File: config.mk
export PLATFORM = sky130hd
export DESIGN_NAME = ems_xlate
export DESIGN_NICKNAME = d
export VERILOG_FILES = /design/src/rtl/ems_pkg.sv /design/src/rtl/ems_cfg_regs.sv /design/src/rtl/ems_win_match.sv /design/src/rtl/ems_mem_guard.sv /design/src/rtl/ems_xlate.sv
export SDC_FILE = /design/constraint.sdc
export NUM_CORES = 1
export LEC_CHECK = 0
export BUFFER_PORTS_ARGS = -buffer_cell sky130_fd_sc_hd__clkbuf_2
export CORE_ASPECT_RATIO = 0.75
export CORE_MARGIN = 2
export CORE_UTILIZATION = 50
export CTS_BUF_LIST = sky130_fd_sc_hd__clkbuf_2 sky130_fd_sc_hd__clkbuf_4 sky130_fd_sc_hd__clkbuf_8
export DETAILED_ROUTE_END_ITERATION = 8
export GPL_TIMING_DRIVEN = 0
export PLACE_DENSITY = 0.8
export SYNTH_ARGS = -nofsm -noshare
export SYNTH_HDL_FRONTEND = slang
export SYNTH_HIERARCHICAL = 1
export SYNTH_SLANG_ARGS = --single-unit
export TNS_END_PERCENT = 1
File: constraint.sdc
create_clock -name clk -period 8.2 [get_ports clk]
set_input_delay 1.64 -clock clk [delete_from_list [all_inputs] [get_ports clk]]
set_output_delay 1.64 -clock clk [all_outputs]
set_load 0.02 [all_outputs]
File: src/rtl/ems_pkg.sv
package ems_pkg;
  localparam int EMS_AW      = 24;
  localparam int EMS_PF_W    = 5;
  localparam int EMS_WIN_SH  = 14;
  localparam int EMS_N_WIN   = 4;
  localparam int EMS_DW      = 8;
  localparam int EMS_IDX_W   = 4;

  localparam int REG_CTRL    = 3;
  localparam int REG_PG0     = 4;
  localparam int REG_SEL     = 12;
  localparam int CTRL_EN_BIT = 3;

  localparam int UPPER_HI_W  = EMS_AW - 20;

  function automatic logic [EMS_AW-1:0] frame_base(input logic [1:0] sel);
    case (sel)
      2'd0:    frame_base = 24'h0C_0000;
      2'd1:    frame_base = 24'h0C_8000;
      2'd2:    frame_base = 24'h0D_0000;
      default: frame_base = 24'h0E_0000;
    endcase
  endfunction

  function automatic logic [2*EMS_PF_W-1:0] page_join(input logic [EMS_PF_W-1:0] hi,
                                                       input logic [EMS_PF_W-1:0] lo);
    page_join = {hi, lo};
  endfunction
endpackage

File: src/rtl/ems_cfg_regs.sv
module ems_cfg_regs
  import ems_pkg::*;
#(
  parameter int N_WIN = EMS_N_WIN,
  parameter int PF_W  = EMS_PF_W,
  parameter int IDX_W = EMS_IDX_W,
  parameter int DW    = EMS_DW
) (
  input  logic                       clk,
  input  logic                       rst_n,
  input  logic                       we,
  input  logic [IDX_W-1:0]           idx,
  input  logic [DW-1:0]              wdata,
  output logic                       en,
  output logic [1:0]                 sel,
  output logic [N_WIN-1:0][PF_W-1:0] pg_hi,
  output logic [N_WIN-1:0][PF_W-1:0] pg_lo
);
  localparam logic [IDX_W-1:0] CTRL_IDX = IDX_W'(REG_CTRL);
  localparam logic [IDX_W-1:0] SEL_IDX  = IDX_W'(REG_SEL);

  always_ff @(posedge clk) begin
    if (!rst_n) begin
      en  <= 1'b0;
      sel <= 2'd0;
    end else if (we) begin
      if (idx == CTRL_IDX) en  <= wdata[CTRL_EN_BIT];
      if (idx == SEL_IDX)  sel <= wdata[1:0];
    end
  end

  for (genvar k = 0; k < N_WIN; k++) begin : g_win
    localparam logic [IDX_W-1:0] HI_IDX = IDX_W'(REG_PG0 + 2 * k);
    localparam logic [IDX_W-1:0] LO_IDX = IDX_W'(REG_PG0 + 2 * k + 1);
    logic [PF_W-1:0] hi_q, lo_q;

    always_ff @(posedge clk) begin
      if (!rst_n) begin
        hi_q <= '0;
        lo_q <= '0;
      end else if (we) begin
        if (idx == HI_IDX) hi_q <= wdata[PF_W-1:0];
        if (idx == LO_IDX) lo_q <= wdata[PF_W-1:0];
      end
    end

    assign pg_hi[k] = hi_q;
    assign pg_lo[k] = lo_q;
  end
endmodule

File: src/rtl/ems_win_match.sv
module ems_win_match
  import ems_pkg::*;
#(
  parameter int N_WIN  = EMS_N_WIN,
  parameter int PF_W   = EMS_PF_W,
  parameter int WIN_SH = EMS_WIN_SH,
  parameter int AW     = EMS_AW
) (
  input  logic                       en,
  input  logic [1:0]                 sel,
  input  logic [N_WIN-1:0][PF_W-1:0] pg_hi,
  input  logic [N_WIN-1:0][PF_W-1:0] pg_lo,
  input  logic [AW-1:0]              cpu_addr,
  output logic                       hit,
  output logic [AW-1:0]              phys
);
  localparam int            IDX_W = $clog2(N_WIN);
  localparam logic [AW-1:0] SPAN  = AW'(N_WIN) << WIN_SH;

  logic [AW-1:0]    base, rel;
  logic             below_1m, above_base, in_frame;
  logic [IDX_W-1:0] widx;

  assign base       = frame_base(sel);
  assign rel        = cpu_addr - base;
  assign below_1m   = (cpu_addr[AW-1:20] == '0);
  assign above_base = (cpu_addr >= base);
  assign in_frame   = (rel < SPAN);
  assign widx       = rel[WIN_SH +: IDX_W];
  assign hit        = en & below_1m & above_base & in_frame;

  always_comb begin
    if (hit) phys = {page_join(pg_hi[widx], pg_lo[widx]), cpu_addr[WIN_SH-1:0]};
    else     phys = cpu_addr;
  end
endmodule

File: src/rtl/ems_mem_guard.sv
module ems_mem_guard
  import ems_pkg::*;
#(
  parameter int AW     = EMS_AW,
  parameter int WIN_SH = EMS_WIN_SH,
  parameter int DW     = EMS_DW,
  parameter int MP_W   = AW - WIN_SH + 1
) (
  input  logic            hit,
  input  logic [AW-1:0]   phys,
  input  logic [MP_W-1:0] mem_pages,
  input  logic            cpu_we,
  input  logic [DW-1:0]   dram_rdata,
  input  logic            shadow_req,
  output logic            in_range,
  output logic            dram_we,
  output logic [DW-1:0]   cpu_rdata,
  output logic            shadow_grant
);
  logic absent;

  assign in_range     = ({1'b0, phys[AW-1:WIN_SH]} < mem_pages);
  assign absent       = hit & ~in_range;
  assign dram_we      = cpu_we & ~absent;
  assign cpu_rdata    = absent ? '1 : dram_rdata;
  assign shadow_grant = shadow_req & ~hit;
endmodule

File: src/rtl/ems_xlate.sv
module ems_xlate
  import ems_pkg::*;
#(
  parameter int N_WIN  = EMS_N_WIN,
  parameter int PF_W   = EMS_PF_W,
  parameter int WIN_SH = EMS_WIN_SH,
  parameter int AW     = EMS_AW,
  parameter int DW     = EMS_DW,
  parameter int IDX_W  = EMS_IDX_W,
  parameter int MP_W   = AW - WIN_SH + 1
) (
  input  logic            clk,
  input  logic            rst_n,
  input  logic            cfg_we,
  input  logic [IDX_W-1:0] cfg_idx,
  input  logic [DW-1:0]   cfg_wdata,
  input  logic [AW-1:0]   cpu_addr,
  input  logic            cpu_we,
  input  logic [MP_W-1:0] mem_pages,
  input  logic [DW-1:0]   dram_rdata,
  input  logic            shadow_req,
  output logic            win_hit,
  output logic [AW-1:0]   phys_addr,
  output logic            in_range,
  output logic            dram_we,
  output logic [DW-1:0]   cpu_rdata,
  output logic            shadow_grant
);
  logic                       xl_en;
  logic [1:0]                 xl_sel;
  logic [N_WIN-1:0][PF_W-1:0] pg_hi, pg_lo;

  ems_cfg_regs #(.N_WIN(N_WIN), .PF_W(PF_W), .IDX_W(IDX_W), .DW(DW)) u_regs (
    .clk(clk), .rst_n(rst_n), .we(cfg_we), .idx(cfg_idx), .wdata(cfg_wdata),
    .en(xl_en), .sel(xl_sel), .pg_hi(pg_hi), .pg_lo(pg_lo)
  );

  ems_win_match #(.N_WIN(N_WIN), .PF_W(PF_W), .WIN_SH(WIN_SH), .AW(AW)) u_match (
    .en(xl_en), .sel(xl_sel), .pg_hi(pg_hi), .pg_lo(pg_lo),
    .cpu_addr(cpu_addr), .hit(win_hit), .phys(phys_addr)
  );

  ems_mem_guard #(.AW(AW), .WIN_SH(WIN_SH), .DW(DW), .MP_W(MP_W)) u_guard (
    .hit(win_hit), .phys(phys_addr), .mem_pages(mem_pages), .cpu_we(cpu_we),
    .dram_rdata(dram_rdata), .shadow_req(shadow_req), .in_range(in_range),
    .dram_we(dram_we), .cpu_rdata(cpu_rdata), .shadow_grant(shadow_grant)
  );
endmodule

==> results.md <==
Placed design:
- Buffers placed on the I/O ports in this run total 77.
- At the end of routability-driven placement, the weighted congestion stood at 0.8815.
- The HPWL after detailed placement is roughly 5300 um.

Yosys:
- When the netlist entered floorplanning its net count stood at 346.
- Synthesis inferred 43 register bits.
- The count of unique library cells instantiated by Yosys is 42.
- Of all flip-flops after synthesis, the portion carrying an async set or reset was 0.
- Among all flip-flop cells after synthesis, the most frequent one is dfxtp_1.
- The synthesized design contains 0 enable-type register cells.
- For this run, the register share of the synthesized area comes to 0.3245.
- After synthesis the cells add up to 2653 um2.
- The number of instances in the synthesized netlist is 272.
- Averaged over all synthesized cells, the footprint is 9.752 um2.
- The Yosys warning count is 6.

Detailed routing:
- The first detailed-routing pass ran for 4 iterations.
- The detailed-route DRC error count is 0.
- The post-route antenna net violation count is 0.
- The routed length per placed instance is 15.37 um.
- Summed over all layers, the routed wires come to roughly 6600 um.
- In this run, the number of DRC markers left after iteration 0 of detailed routing was 122.
- The number of vias per cell after detailed routing is 5.222.
- The via count is 2,230.

Final layout:
- The area taken by flip-flops and latches is 860.8 um2.
- The area taken by multi-input logic gates is 1587 um2.
- Fill cells in the final layout number 433.
- The relative area change from synthesis to final layout is 20.80%.
- The library cell used most frequently in the layout, excluding fill and tap cells, is clkbuf_2.
- In the layout the commonest cells are 77 x clkbuf_2, 54 x nand2_1, 45 x mux2i_1.
- The post-layout net count is between 400 and 500.
- Of the cells placed in the final design, the portion with a size suffix greater than 1 is 0.3606.
- The antenna cell count is 0.

Power:
- The power consumption is 0.4275 mW.
- The worst-case IR drop observed on VDD is 123.0 uV.
- The power per cell area is 133.4 nW/um2.
- The leakage power summed over all cells is 1.474 nW.

Floorplan:
- The count of boundary I/O pins is 96.
- The initial utilization of the core area, before any placement, comes to 0.5295.
- The count of standard-cell rows is 22.
- The height of the die is 67.08 um.
- The core region is 5010 um2.
- The chip width is 88.11 um.
- The die covers 5910 um2.

Timing:
- The clock arrives with 0 ns of skew.
- The highest clock frequency the design can meet is 152.3 MHz.
- Summed over all failing endpoints, the final setup total negative slack is 0 ns.
- The number of hold violations in the final report came to 0.
- The number of max-slew violations in the final report is 0.
- Setup violations remaining at the end of the flow were counted as 0.
- Of the available clock period, the critical path in the final layout requires 0.8007.
- For the finished layout, the period the worst path requires is around 6.6 ns.
- Setup repair after global routing left no endpoint under its margin.
- Headroom to the max-slew limit came out at 0.5346.
- At the pin with the least slew margin, the transition time is 0.6980 ns.

Clock tree:
- The number of gates resized after CTS is 0.
- The tree is rooted in a clkbuf_8.
- TritonCTS built the clock tree.
- Counting along the longest clock path gives a buffer depth of 2.
- The number of buffers inserted to repair setup after CTS is 0.
- The insertion delay to the later sink of the worst-skew pair is 0.29 ns.
- The clock-pin transition on the worst setup and hold timing paths is roughly 0.07 ns.
- TritonCTS created 5 clock buffers.
- The H-tree level count is 2.
- The tree built by TritonCTS fans out to 43 sinks.
- The hold buffer count at CTS is 0.

Hold path:
- The count of cells along the worst hold path is 2.
- The end of the worst hold path is u_regs/g_win[3].hi_q[0].
- In this run the most critical hold path is launched from u_regs/g_win[3].hi_q[0].
- The classification of the worst-slack hold path is register to register.

Critical path:
- The flop-to-flop setup slack is 7.51 ns.
- The depth of the worst register-to-register path is 2.
- The maximum fanout count along the critical path is 9.
- Together, buffers and inverters on the worst path number 4.
- The worst register-to-register path begins at u_regs/en.
- The worst endpoint data arrival time is 4.93 ns.
- The critical setup path kind is input pin to primary output.
- The cell class contributing the biggest share of worst-path delay is compound AO/OA/AOI/OAI gates.
- The type of destination of the critical path is a primary output.
- The slowest stage of the critical path belongs to the cell nor4b_4.
- In this run the critical register-to-register path is captured at u_regs/en.
- The worst setup path is launched from an input pin.
- Walking the worst path, the cells encountered are clkbuf_2 > inv_1 > ha_1 > inv_1 > fa_1 > nand4bb_4 > nor4b_4 > a21o_1 > ha_1 > and2_1 > a221o_1 > a41oi_2 > o211a_1 > clkbuf_2.
- At the worst endpoint, the required time is approximately 6.6 ns.
- On the worst path, the slowest cell contributes a delay of 0.54 ns.

Global routing:
- The number of antenna violations at the first check in global routing is 0.
- For this run, the total global-route usage over all layers was measured as 0.2326.
- The largest net degree at the start of global routing is 12.
- The global-route wire length before repair is 10,220 um.
- The residual overflow from global routing is 0.
- The via count of the first global-routing pass was between 2,000 and 2,500.

Run:
- Max-cap violations in this run came to 0.

Status:
- The flow ran to the end, and the final reports show no timing, DRC or antenna violations.
power breakdown:
group	internal [mW]	switching, mW
Combinational	0.0373	0.0514
Clock	0.0600	0.0660
Sequential	0.211	0.00141
through the flow:
step                      instance area [um2]  hold WS, ns  utilization  setup slack, ns  std cells
after detailed placement                 3128       0.4494       0.6244            1.641        421
final                                    3204       0.4605       0.6396            1.634        427
after floorplan                          2653       0.4315            -            1.748        272
after CTS                                3204       0.4595       0.6396            1.623        427
after global routing                     3204       0.4836       0.6396            1.400        427
after global placement                   3128       0.4392       0.6244            1.662        421
sequential cells by signal, indices dropped and copies added (netlist names):
register and count:
u_regs/sel 2, u_regs/g_win.hi_q 20, u_regs/en 1, u_regs/g_win.lo_q 20
how the worst max path moves through the flow:
stage	to	slack (ns)	from	depth (start not counted)
after floorplan	cpu_rdata[0]	1.75	cpu_addr[15]	12
after global placement	dram_we	1.66	cpu_addr[15]	14
after detailed placement	dram_we	1.64	cpu_addr[15]	14
final	dram_we	1.63	cpu_addr[15]	14
after global routing	dram_we	1.40	cpu_addr[15]	14
after CTS	dram_we	1.62	cpu_addr[15]	14
logic make-up after synthesis:
logic type,after synthesis,synth area share
buf+inv,36,0.07736
fa+ha+maj,14,0.06887
simple gates,85,0.1764
mux,56,0.2575
flops,43,0.3245
compound gates,37,0.09199
xor+xnor,1,0.003302
layer usage:
metal	up-vias	GRT usage	part of all wire
li1	1105	-	-
met1	1027	0.2830	0.43
met3	11	0.04709	0.082
met2	87	0.4015	0.47
met4	0	0.09659	0.020
met5	-	0	0
layout make-up:
type,instances,area share
Tap cell,72,0.02811
Multi-Input combinational cell,193,0.4951
Inverter,12,0.01406
Buffer,24,0.04998
Sequential cell,43,0.2686
Timing Repair Buffer,77,0.1203
Clock buffer,6,0.02382
synth_stat cells, types with 2 or more instances:
| master | n | area [um2] |
|---|---|---|
| nand2_1 | 54 | 202.7 |
| mux2i_1 | 45 | 450.4 |
| dfxtp_1 | 43 | 860.8 |
| buf_4 | 14 | 105.1 |
| a21oi_1 | 13 | 65.06 |
| ha_1 | 13 | 162.7 |
| inv_1 | 12 | 45.04 |
| mux4_2 | 9 | 202.7 |
| o21ai_0 | 8 | 40.04 |
| nor2_2 | 6 | 37.54 |
| a21o_1 | 5 | 37.54 |
| nand2b_1 | 5 | 31.28 |
| clkbuf_1 | 4 | 15.01 |
| nor2_1 | 3 | 11.26 |
| nor2b_1 | 3 | 18.77 |
| buf_1 | 2 | 7.510 |
| buf_2 | 2 | 10.01 |
| buf_6 | 2 | 22.52 |
| mux2_4 | 2 | 30.03 |
| nand3b_4 | 2 | 40.04 |
| o21a_1 | 2 | 15.01 |
| o21ai_1 | 2 | 10.01 |
| or3_1 | 2 | 12.51 |
worst min-delay path: stages, from the launching register on:
cell and delay [ns]:
dfxtp_1 0.31, nand2_1 0.05, mux2i_1 0.05
Power figures use the tool's default switching activity.
